[config.mk]
export PLATFORM = sky130hd
export DESIGN_NAME = cap_engine
export DESIGN_NICKNAME = d
export VERILOG_FILES = /design/src/rtl/cap_pkg.sv /design/src/rtl/cap_sync.sv /design/src/rtl/cap_packer.sv /design/src/rtl/cap_buffer.sv /design/src/rtl/cap_engine.sv
export SDC_FILE = /design/constraint.sdc
export NUM_CORES = 1
export LEC_CHECK = 0
export BUFFER_PORTS_ARGS = -buffer_cell sky130_fd_sc_hd__buf_2
export CAP_MARGIN = 20
export CORE_AREA = 5 5 302 304
export DETAILED_ROUTE_END_ITERATION = 16
export DIE_AREA = 0 0 307 309
export HOLD_SLACK_MARGIN = 0.05
export PLACE_DENSITY = 0.67
export SLEW_MARGIN = 10
export SYNTH_ARGS = -nofsm -noshare
export SYNTH_HDL_FRONTEND = slang
export SYNTH_HIERARCHICAL = 1
export SYNTH_SLANG_ARGS = --single-unit
[constraint.sdc]
create_clock -name clk -period 4.4 [get_ports clk]
set_input_delay 0.22 -clock clk [delete_from_list [all_inputs] [get_ports clk]]
set_output_delay 0.22 -clock clk [all_outputs]
set_load 0.03 [all_outputs]
[src/rtl/cap_pkg.sv]
package cap_pkg;
    localparam int BYTE_W = 8;

    localparam logic [BYTE_W-1:0] CODE_READY  = 8'h72;
    localparam logic [BYTE_W-1:0] CODE_FINISH = 8'h66;
    localparam logic [BYTE_W-1:0] CMD_DUMP    = 8'h54;
    localparam logic [BYTE_W-1:0] CMD_REINIT  = 8'h52;

    typedef enum logic [2:0] {
        S_READY,
        S_ARM,
        S_CAPTURE,
        S_FINISH,
        S_IDLE,
        S_XFER
    } state_t;
endpackage

[src/rtl/cap_sync.sv]
module cap_sync #(
    parameter int STAGES = 2
) (
    input  logic clk,
    input  logic rst_n,
    input  logic d_in,
    output logic d_out
);
    logic [STAGES-1:0] chain;

    always_ff @(posedge clk) begin
        if (!rst_n) begin
            chain <= '0;
        end else begin
            chain <= {chain[STAGES-2:0], d_in};
        end
    end

    assign d_out = chain[STAGES-1];
endmodule

[src/rtl/cap_packer.sv]
module cap_packer #(
    parameter int W = 8
) (
    input  logic         clk,
    input  logic         rst_n,
    input  logic         clear,
    input  logic         enable,
    input  logic         tick,
    input  logic         bit_in,
    output logic         word_valid,
    output logic [W-1:0] word_data
);
    localparam int CNT_W = $clog2(W);
    localparam logic [CNT_W-1:0] CNT_LAST = CNT_W'(W - 1);

    logic [W-1:0]     shreg;
    logic [CNT_W-1:0] cnt;
    logic             take;

    assign take = enable && tick;

    always_ff @(posedge clk) begin
        if (!rst_n || clear) begin
            shreg <= '0;
            cnt   <= '0;
        end else if (take) begin
            shreg <= {shreg[W-2:0], bit_in};
            if (cnt == CNT_LAST) begin
                cnt <= '0;
            end else begin
                cnt <= cnt + 1'b1;
            end
        end
    end

    assign word_valid = take && (cnt == CNT_LAST);
    assign word_data  = {shreg[W-2:0], bit_in};
endmodule

[src/rtl/cap_buffer.sv]
module cap_buffer #(
    parameter int DEPTH = 128,
    parameter int W     = 8
) (
    input  logic                     clk,
    input  logic                     we,
    input  logic [$clog2(DEPTH)-1:0] waddr,
    input  logic [W-1:0]             wdata,
    input  logic [$clog2(DEPTH)-1:0] raddr,
    output logic [W-1:0]             rdata
);
    logic [W-1:0] mem [DEPTH];

    always_ff @(posedge clk) begin
        if (we) begin
            mem[waddr] <= wdata;
        end
    end

    assign rdata = mem[raddr];
endmodule

[src/rtl/cap_engine.sv]
module cap_engine #(
    parameter int DEPTH       = 128,
    parameter int SYNC_STAGES = 2
) (
    input  logic       clk,
    input  logic       rst_n,
    input  logic       probe_in,
    input  logic       sample_tick,
    input  logic [7:0] rx_data,
    input  logic       rx_valid,
    output logic [7:0] tx_data,
    output logic       tx_valid,
    input  logic       tx_ready
);
    import cap_pkg::*;

    localparam int ADDR_W = $clog2(DEPTH);
    localparam logic [ADDR_W-1:0] ADDR_LAST = ADDR_W'(DEPTH - 1);

    state_t state, state_nx;

    logic              probe_s;
    logic              word_valid;
    logic [BYTE_W-1:0] word_data;
    logic [ADDR_W-1:0] wptr;
    logic [ADDR_W-1:0] rptr;
    logic [BYTE_W-1:0] buf_rdata;
    logic              tx_fire;
    logic              wr_en;
    logic              in_capture;
    logic              clr_capture;

    assign tx_fire     = tx_valid && tx_ready;
    assign in_capture  = (state == S_CAPTURE);
    assign clr_capture = (state == S_READY);
    assign wr_en       = word_valid;

    cap_sync #(.STAGES(SYNC_STAGES)) i_sync (
        .clk   (clk),
        .rst_n (rst_n),
        .d_in  (probe_in),
        .d_out (probe_s)
    );

    cap_packer #(.W(BYTE_W)) i_packer (
        .clk        (clk),
        .rst_n      (rst_n),
        .clear      (clr_capture),
        .enable     (in_capture),
        .tick       (sample_tick),
        .bit_in     (probe_s),
        .word_valid (word_valid),
        .word_data  (word_data)
    );

    cap_buffer #(.DEPTH(DEPTH), .W(BYTE_W)) i_buffer (
        .clk   (clk),
        .we    (wr_en),
        .waddr (wptr),
        .wdata (word_data),
        .raddr (rptr),
        .rdata (buf_rdata)
    );

    // State register
    always_ff @(posedge clk) begin
        if (!rst_n) begin
            state <= S_READY;
        end else begin
            state <= state_nx;
        end
    end

    // Transition logic
    always_comb begin
        state_nx = state;
        unique case (state)
            S_READY:   if (tx_fire) state_nx = S_ARM;
            S_ARM:     if (probe_s) state_nx = S_CAPTURE;
            S_CAPTURE: if (word_valid && wptr == ADDR_LAST) state_nx = S_FINISH;
            S_FINISH:  if (tx_fire) state_nx = S_IDLE;
            S_IDLE: begin
                if (rx_valid && rx_data == CMD_DUMP) begin
                    state_nx = S_XFER;
                end else if (rx_valid && rx_data == CMD_REINIT) begin
                    state_nx = S_READY;
                end
            end
            S_XFER:    if (tx_fire && rptr == ADDR_LAST) state_nx = S_IDLE;
            default:   state_nx = S_READY;
        endcase
    end

    // Buffer pointers
    always_ff @(posedge clk) begin
        if (!rst_n) begin
            wptr <= '0;
            rptr <= '0;
        end else begin
            if (clr_capture) begin
                wptr <= '0;
            end else if (wr_en) begin
                wptr <= wptr + 1'b1;
            end
            if (state == S_IDLE) begin
                rptr <= '0;
            end else if (state == S_XFER && tx_fire) begin
                rptr <= rptr + 1'b1;
            end
        end
    end

    // Output logic
    always_comb begin
        tx_valid = 1'b0;
        tx_data  = '0;
        unique case (state)
            S_READY: begin
                tx_valid = 1'b1;
                tx_data  = CODE_READY;
            end
            S_FINISH: begin
                tx_valid = 1'b1;
                tx_data  = CODE_FINISH;
            end
            S_XFER: begin
                tx_valid = 1'b1;
                tx_data  = buf_rdata;
            end
            default: begin
                tx_valid = 1'b0;
                tx_data  = '0;
            end
        endcase
    end
endmodule

==> impl_metrics.xml, run 1 <==
<?xml version="1.0" encoding="UTF-8"?>
<metrics>
  <group name="run_status">
    <metric name="status" unit="">completed</metric>
  </group>
  <group name="clocking">
    <metric name="cts_tree" unit="">built</metric>
    <metric name="clock-root-buffer" unit="">clkbuf_16</metric>
    <metric name="insertion_delay" unit="ps">680</metric>
    <metric name="postCtsSetupBuffers" unit="">0</metric>
    <metric name="cts_inserted_buffers" unit="">101</metric>
    <metric name="clock_sink_count" unit="">1053</metric>
    <metric name="clock_tree.buffer_depth" unit="">3</metric>
    <metric name="clock_pin_transition_on_the_worst_setup_and_hold_timing_paths" unit="ps">60</metric>
    <metric name="h-tree-depth" unit="">3</metric>
  </group>
  <group name="min_path">
    <metric name="worstHoldEndpoint" unit="">state[0]$_SDFFE_PN0P_</metric>
    <metric name="hold_class" unit="">in2reg</metric>
    <metric name="min_from" unit="">rx_data[1]</metric>
    <metric name="min_path_cells" unit="">4</metric>
  </group>
  <group name="worst_setup_path">
    <metric name="reg2regPathDepth" unit="">7</metric>
    <metric name="timing.rr.end" unit="">i_buffer/mem[111][3]$_DFFE_PP_</metric>
    <metric name="worstSetupEndpointType" unit="">output pin</metric>
    <metric name="critical_path_class" unit="">reg2out</metric>
    <metric name="regToRegSetupSlack" unit="ps">610</metric>
    <metric name="critical_path.max_fanout" unit="">52</metric>
    <metric name="startpoint" unit="">rptr[0]$_SDFFE_PP0P_</metric>
    <metric name="setup.worst_path.start_class" unit="">flop</metric>
    <metric name="timing.critical_path.required" unit="ps">4180</metric>
    <metric name="timing.rr.start" unit="">state[1]$_SDFFE_PN0P_</metric>
    <metric name="critical_path_arrival" unit="ps">4000</metric>
  </group>
  <group name="power">
    <metric name="swShare" unit="%">19.3</metric>
    <metric name="switching_power" unit="W">0.00383</metric>
    <metric name="peakVddDrop" unit="V">0.000329</metric>
    <metric name="total_leakage_power" unit="nW">14.8</metric>
    <metric name="combinational_fraction_of_design_power" unit="%">0.9</metric>
    <metric name="total_power" unit="W">0.0198</metric>
    <metric name="p_per_area" unit="mW/mm2">424</metric>
    <metric name="internal_power" unit="W">0.0160</metric>
    <metric name="clock_power_share" unit="%">44.3</metric>
    <metric name="power.sequential.fraction" unit="%">54.8</metric>
  </group>
  <group name="layout">
    <metric name="fillerInstances" unit="">6523</metric>
    <metric name="syn_to_final_growth" unit="%">13.8</metric>
    <metric name="antenna-diode-count" unit="">0</metric>
    <metric name="final_layout_size_suffix_gt1_share" unit="%">32.8</metric>
    <metric name="fin_nets" unit="">1965</metric>
  </group>
  <group name="drt">
    <metric name="viasPerCell" unit="">5.96</metric>
    <metric name="route.detailed.drc" unit="">0</metric>
    <metric name="routedWlPerCell" unit="um">28.7</metric>
    <metric name="drtIter0Drc" unit="">2244</metric>
    <metric name="ant_nets" unit="">0</metric>
    <metric name="drt_wl_total" unit="um">91600</metric>
    <metric name="routed-via-count" unit="">19000</metric>
    <metric name="dr.pass1.iters" unit="">6</metric>
  </group>
  <group name="synthesis">
    <metric name="synthMostInstantiatedCell" unit="">edfxtp_1</metric>
    <metric name="synth-edff-count" unit="">1024</metric>
    <metric name="synth_top_flop_cell" unit="">edfxtp_1</metric>
    <metric name="synthTopCellsByArea" unit="">edfxtp_1, mux4_2, dfxtp_1</metric>
    <metric name="synth_cells" unit="">1791</metric>
    <metric name="ys_ff_latch" unit="">1053</metric>
    <metric name="synthDistinctLibCells" unit="">44</metric>
    <metric name="post-synth-top-area-cell" unit="">edfxtp_1</metric>
    <metric name="netlist_top_cells_count" unit="">edfxtp_1, mux4_2, nor2_1</metric>
    <metric name="synth-seq-area-share" unit="%">76.4</metric>
    <metric name="synth_fp_nets" unit="">1809</metric>
    <metric name="synth_async_sr_flop_share" unit="%">0</metric>
    <metric name="syn_avg_cell_area" unit="um2">22.9</metric>
    <metric name="total_standard_cell_area_after_synthesis" unit="mm2">0.0410</metric>
    <metric name="synthDominantCellAreaShare" unit="%">74.9</metric>
    <metric name="yosysWarnings" unit="">6</metric>
  </group>
  <group name="flow_run">
    <metric name="max_cap_viol_count" unit="">0</metric>
  </group>
  <group name="timing">
    <metric name="final-setup-viol-count" unit="">0</metric>
    <metric name="timing_worst_slew_pin_value" unit="ps">1130</metric>
    <metric name="fmaxAchievable" unit="MHz">237</metric>
    <metric name="slew_violations" unit="">0</metric>
    <metric name="timing.slew.headroom" unit="%">24.5</metric>
    <metric name="timing.final.crit_share" unit="%">95.9</metric>
    <metric name="rsz_0062_raised_after_global_routing" unit="">no</metric>
    <metric name="report.final.hold_viol_count" unit="">0</metric>
    <metric name="layout_min_cycle_time" unit="ps">4220</metric>
    <metric name="timing.clock.skew" unit="ps">35.9</metric>
    <metric name="final_setup_tns" unit="ps">0</metric>
  </group>
  <group name="grt">
    <metric name="grt_util_all_layers" unit="%">19.5</metric>
    <metric name="global_route_wire_length_before_repair" unit="um">136000</metric>
    <metric name="grt_start_max_net_pins" unit="">96</metric>
    <metric name="number_of_antenna_violations_at_the_first_check_in_global_routing" unit="">2</metric>
    <metric name="grt_overflow" unit="">0</metric>
    <metric name="vias_in_the_first_global_route" unit="">19600</metric>
  </group>
  <group name="placed_design">
    <metric name="port-buffer-count" unit="">22</metric>
    <metric name="gp_congestion" unit="">0.820</metric>
    <metric name="dpl.hpwl" unit="um">54900</metric>
  </group>
  <group name="floorplanning">
    <metric name="die_wd" unit="um">307</metric>
    <metric name="placeableCoreArea" unit="mm2">0.0880</metric>
    <metric name="num_rows" unit="">109</metric>
    <metric name="io_pins" unit="">23</metric>
    <metric name="die-height" unit="um">309</metric>
    <metric name="fp.dieArea" unit="mm2">0.0949</metric>
    <metric name="initial_utilization" unit="%">46.6</metric>
  </group>
</metrics>
==> worst max-delay path, cell delays in order (launching register included) <==
cell	delay, ps
dfxtp_4	470
buf_12	380
mux4_2	580
mux4_2	550
mux4_2	540
mux2_2	290
and2_1	220
buf_2	210
==> cells in the final DEF, fill, tap and decap left out, types with 13 or more instances in the layout <==
| cell | instances |
|---|---|
| dfxtp_1 | 17 |
| buf_2 | 22 |
| buf_4 | 110 |
| nand3_1 | 23 |
| clkbuf_1 | 15 |
| edfxtp_1 | 1024 |
| clkinv_1 | 21 |
| clkinv_2 | 18 |
| nand2_1 | 22 |
| bufinv_16 | 13 |
| nor2_1 | 138 |
| mux4_2 | 336 |
| clkbuf_16 | 103 |
==> metal layers <==
| metal | global-route usage [%] | part of all wire, % | wire [um] | vias to the layer above |
|---|---|---|---|---|
| met5 | 0 | 0 | 0 | - |
| met4 | 4.76 | 2.0 | 1870 | 0 |
| met3 | 3.33 | 7.7 | 7090 | 113 |
| met2 | 31.8 | 49 | 45300 | 780 |
| met1 | 28.0 | 41 | 37300 | 10200 |
| li1 | - | - | - | 7897 |
==> stage by stage <==
step	util [%]	hold WS (ps)	area [um2]	std cells	worst slack (ps)
6_report	53.1	133	46700	3195	181
5_1_grt	53.1	136	46700	3195	12.1
4_1_cts	53.1	95.1	46700	3195	61.6
3_5_place_dp	49.1	424	43200	3000	706
3_3_place_gp	49.1	419	43200	3000	730
2_1_floorplan	-	342	41000	1791	1040
==> repair_timing <==
action,CTS,global route
hold endpoints to repair,15,0
endpoints found under the setup margin,0,1
hold buffers,9,0
gates resized for setup,0,1
==> sequential cells by signal, summed over array words and instances, names as in the netlist <==
signal          flops
wptr                7
i_sync/chain        2
i_packer/cnt        3
rptr                7
i_buffer/mem     1024
state               3
i_packer/shreg      7
==> final cells by class <==
cell class	instances	area (um2)	share of cell area [%]
inverters	2	7.51	0.0161
clock inverters	66	728	1.56
well taps	1165	1460	3.12
flip-flops and latches	1053	31400	67.2
clock buffers	120	2660	5.70
repair buffers	152	1250	2.68
multi-input cells	637	9220	19.7
==> logic make-up after synthesis <==
group,count (synthesis),synth area share [%]
compound gates,38,0.781
xor+xnor,12,0.256
fa+ha+maj,4,0.122
buf+inv,101,1.17
flops,1053,76.4
mux,346,18.7
simple gates,237,2.60
==> power by group through the flow <==
stage / combinational (W) / sequential, W / clock [W]
6_report: 0.000178 / 0.0109 / 0.00878
5_1_grt: 0.000191 / 0.0109 / 0.00937
4_1_cts: 0.000179 / 0.0109 / 0.00894
3_5_place_dp: 0.000173 / 0.0111 / 0
3_3_place_gp: 0.000171 / 0.0111 / 0
2_1_floorplan: 0.000121 / 0.0111 / 0
==> worst max-delay path by stage <==
| stage | end | cells after the start | slack (ps) |
|---|---|---|---|
| global route | tx_data[2] | 8 | 10 |
| floorplan | tx_data[2] | 8 | 1040 |
| CTS | tx_data[2] | 8 | 60 |
| global placement | i_buffer/mem[111][3]$_DFFE_PP_ | 7 | 730 |
| detailed placement | i_buffer/mem[63][1]$_DFFE_PP_ | 7 | 710 |
| finish | tx_data[3] | 7 | 180 |
Note: power is estimated with default switching activity, not from simulation.
==> run 2, diff against run 1 <==
--- a/config.mk
+++ b/config.mk
@@ -7,11 +7,11 @@
 export LEC_CHECK = 0
 export BUFFER_PORTS_ARGS = -buffer_cell sky130_fd_sc_hd__buf_2
 export CAP_MARGIN = 20
-export CORE_AREA = 5 5 302 304
+export CORE_AREA = 5 5 293 295
 export DETAILED_ROUTE_END_ITERATION = 16
-export DIE_AREA = 0 0 307 309
+export DIE_AREA = 0 0 298 300
 export HOLD_SLACK_MARGIN = 0.05
-export PLACE_DENSITY = 0.67
+export PLACE_DENSITY = 0.7
 export SLEW_MARGIN = 10
 export SYNTH_ARGS = -nofsm -noshare
 export SYNTH_HDL_FRONTEND = slang
==> run 2 against run 1 <==
Net effect: clock skew decreased by 17 ps; first-iteration DRC count did not move; non-clock buffer count fell by 4; clock-buffer cell count rose by 10; register-to-register slack improved by 110 ps; die area down 5.8%; critical endpoint is now tx_data[5]; highest routed layer unchanged.
==> impl_metrics.xml, run 2 (synthesis gave the netlist of run 1 again) <==
<?xml version="1.0" encoding="UTF-8"?>
<metrics>
  <group name="worst_setup_path">
    <metric name="reg2regPathDepth" unit="">7</metric>
    <metric name="timing.rr.start" unit="">state[1]$_SDFFE_PN0P_</metric>
    <metric name="setup.worst_path.start_class" unit="">flop</metric>
    <metric name="timing.critical_path.required" unit="ps">4180</metric>
    <metric name="critical_path.max_fanout" unit="">60</metric>
    <metric name="critical_path_class" unit="">reg2out</metric>
    <metric name="regToRegSetupSlack" unit="ps">720</metric>
    <metric name="timing.rr.end" unit="">i_buffer/mem[46][6]$_DFFE_PP_</metric>
    <metric name="worstSetupEndpointType" unit="">output pin</metric>
    <metric name="critical_path_arrival" unit="ps">3980</metric>
  </group>
  <group name="floorplanning">
    <metric name="placeableCoreArea" unit="mm2">0.0829</metric>
    <metric name="die_wd" unit="um">298</metric>
    <metric name="fp.dieArea" unit="mm2">0.0894</metric>
    <metric name="num_rows" unit="">106</metric>
    <metric name="initial_utilization" unit="%">49.5</metric>
    <metric name="io_pins" unit="">23</metric>
    <metric name="die-height" unit="um">300</metric>
  </group>
  <group name="drt">
    <metric name="route.detailed.drc" unit="">0</metric>
    <metric name="drtIter0Drc" unit="">2244</metric>
    <metric name="routed-via-count" unit="">19000</metric>
    <metric name="viasPerCell" unit="">6.13</metric>
    <metric name="routedWlPerCell" unit="um">28.4</metric>
    <metric name="drt_wl_total" unit="um">88300</metric>
    <metric name="dr.pass1.iters" unit="">7</metric>
    <metric name="ant_nets" unit="">0</metric>
  </group>
  <group name="clocking">
    <metric name="postCtsSetupBuffers" unit="">0</metric>
    <metric name="post_cts_resized" unit="">0</metric>
    <metric name="clock_tree.buffer_depth" unit="">3</metric>
    <metric name="clock_pin_transition_on_the_worst_setup_and_hold_timing_paths" unit="ps">60</metric>
    <metric name="clock-root-buffer" unit="">clkbuf_16</metric>
    <metric name="insertion_delay" unit="ps">650</metric>
    <metric name="cts_hold_buffers_added" unit="">7</metric>
    <metric name="cts_tree" unit="">built</metric>
    <metric name="cts_inserted_buffers" unit="">100</metric>
    <metric name="clock_sink_count" unit="">1053</metric>
    <metric name="h-tree-depth" unit="">3</metric>
  </group>
  <group name="layout">
    <metric name="finish.instance_area" unit="mm2">0.0465</metric>
    <metric name="fin_nets" unit="">1960</metric>
    <metric name="fillerInstances" unit="">5813</metric>
    <metric name="registers.top_by_ff_count" unit="">i_buffer/mem</metric>
    <metric name="syn_to_final_growth" unit="%">13.3</metric>
    <metric name="final_common_cell" unit="">edfxtp_1</metric>
    <metric name="antenna-diode-count" unit="">0</metric>
    <metric name="largest_register_ffs" unit="">1024</metric>
    <metric name="layoutNonFillerInstCount" unit="">3104</metric>
    <metric name="final_layout_size_suffix_gt1_share" unit="%">32.4</metric>
    <metric name="layout.cells.most_common_list" unit="">edfxtp_1, mux4_2, nor2_1, buf_4, clkbuf_16</metric>
  </group>
  <group name="timing">
    <metric name="timing.final.crit_share" unit="%">95.6</metric>
    <metric name="timing.clock.skew" unit="ps">18.8</metric>
    <metric name="slew_violations" unit="">0</metric>
    <metric name="timing_worst_slew_pin_value" unit="ps">1160</metric>
    <metric name="rsz_0062_raised_after_global_routing" unit="">no</metric>
    <metric name="fmaxAchievable" unit="MHz">238</metric>
    <metric name="timing.slew.headroom" unit="%">22.8</metric>
    <metric name="final_setup_tns" unit="ps">0</metric>
    <metric name="layout_min_cycle_time" unit="ps">4200</metric>
    <metric name="final-setup-viol-count" unit="">0</metric>
    <metric name="report.final.hold_viol_count" unit="">0</metric>
  </group>
  <group name="power">
    <metric name="peakVddDrop" unit="V">0.000278</metric>
    <metric name="total_leakage_power" unit="nW">14.7</metric>
    <metric name="p_per_area" unit="mW/mm2">422</metric>
  </group>
  <group name="grt">
    <metric name="gr-usage-met1" unit="%">28.7</metric>
    <metric name="grt_overflow" unit="">0</metric>
    <metric name="met2_usage" unit="%">32.7</metric>
    <metric name="vias_in_the_first_global_route" unit="">19300</metric>
    <metric name="global_route_wire_length_before_repair" unit="um">132000</metric>
    <metric name="grt-busiest-layer" unit="">met2</metric>
    <metric name="grt_start_max_net_pins" unit="">96</metric>
    <metric name="number_of_antenna_violations_at_the_first_check_in_global_routing" unit="">3</metric>
    <metric name="grt_met3_usage" unit="%">2.89</metric>
    <metric name="grt_util_all_layers" unit="%">19.8</metric>
  </group>
  <group name="placed_design">
    <metric name="gp_congestion" unit="">0.823</metric>
    <metric name="dpl.hpwl" unit="um">54400</metric>
    <metric name="post_dp_cell_area" unit="mm2">0.0431</metric>
    <metric name="port-buffer-count" unit="">22</metric>
    <metric name="numPlacedInstances" unit="">2913</metric>
  </group>
  <group name="min_path">
    <metric name="min_path_cells" unit="">1</metric>
    <metric name="min_from" unit="">i_sync/chain[0]$_SDFF_PN0_</metric>
    <metric name="hold_class" unit="">reg2reg</metric>
    <metric name="worstHoldEndpoint" unit="">i_sync/chain[1]$_SDFF_PN0_</metric>
  </group>
  <group name="flow_run">
    <metric name="max_cap_viol_count" unit="">0</metric>
  </group>
  <group name="run_status">
    <metric name="status" unit="">completed</metric>
  </group>
</metrics>
-- run 2: cell types whose count changed in the layout (fill, tap and decap cells not counted), moves of 2 or more --
cell / change
clkinv_1: -6
dlygate4sd3_1: -2
buf_12: +2
buf_4: -3
clkbuf_1: +11
clkinv_16: -2
clkinvlp_4: -4
-- run 2: worst max-delay path, cell delays in order (launching register included) --
cell	delay [ps]
dfxtp_4	640
buf_12	350
buf_4	240
mux4_2	330
mux4_2	480
mux4_2	520
mux2_2	300
a21o_1	200
buf_2	190
-- run 2: report_power, final --
group	switching (W)	internal [W]
sequential	0.0000227	0.0108
clock	0.00356	0.00502
combinational	0.000123	0.0000544
-- run 2: worst max-delay path by stage --
stage,startpoint,endpoint,slack (ps),cells after the start
finish,rptr[2]$_SDFFE_PP0P_,tx_data[5],200,8
global route,rptr[0]$_SDFFE_PP0P_,tx_data[1],70,7
CTS,rptr[2]$_SDFFE_PP0P_,tx_data[5],150,8
detailed placement,state[1]$_SDFFE_PN0P_,i_buffer/mem[46][6]$_DFFE_PP_,830,7
global placement,rptr[0]$_SDFFE_PP0P_,tx_data[1],860,8
floorplan,rptr[0]$_SDFFE_PP0P_,tx_data[2],1040,8
-- run 2: area by class of cell --
cell class | instances | area (um2) | area share (%)
Clock inverter | 54 | 594 | 1.28
Timing Repair Buffer | 148 | 1220 | 2.63
Sequential cell | 1053 | 31400 | 67.5
Multi-Input combinational cell | 637 | 9220 | 19.9
Tap cell | 1080 | 1350 | 2.91
Clock buffer | 130 | 2690 | 5.79
Inverter | 2 | 7.51 | 0.0162
-- run 2: metal layers --
layer,routed length [um],share of wire [%]
met4,1540,1.7
met1,35800,41
met5,0,0
met2,44400,50
met3,6590,7.5
-- run 2: stage by stage --
step                      hold slack [ps]  total power, W  util [%]  setup slack, ps
final                                 443          0.0196      56.1              196
after global routing                  457          0.0202      56.1             71.8
after CTS                             443          0.0198      56.1              147
after detailed placement              421          0.0112      52.0              826
after global placement                420          0.0112      52.0              856
after floorplan                       342          0.0112         -             1040
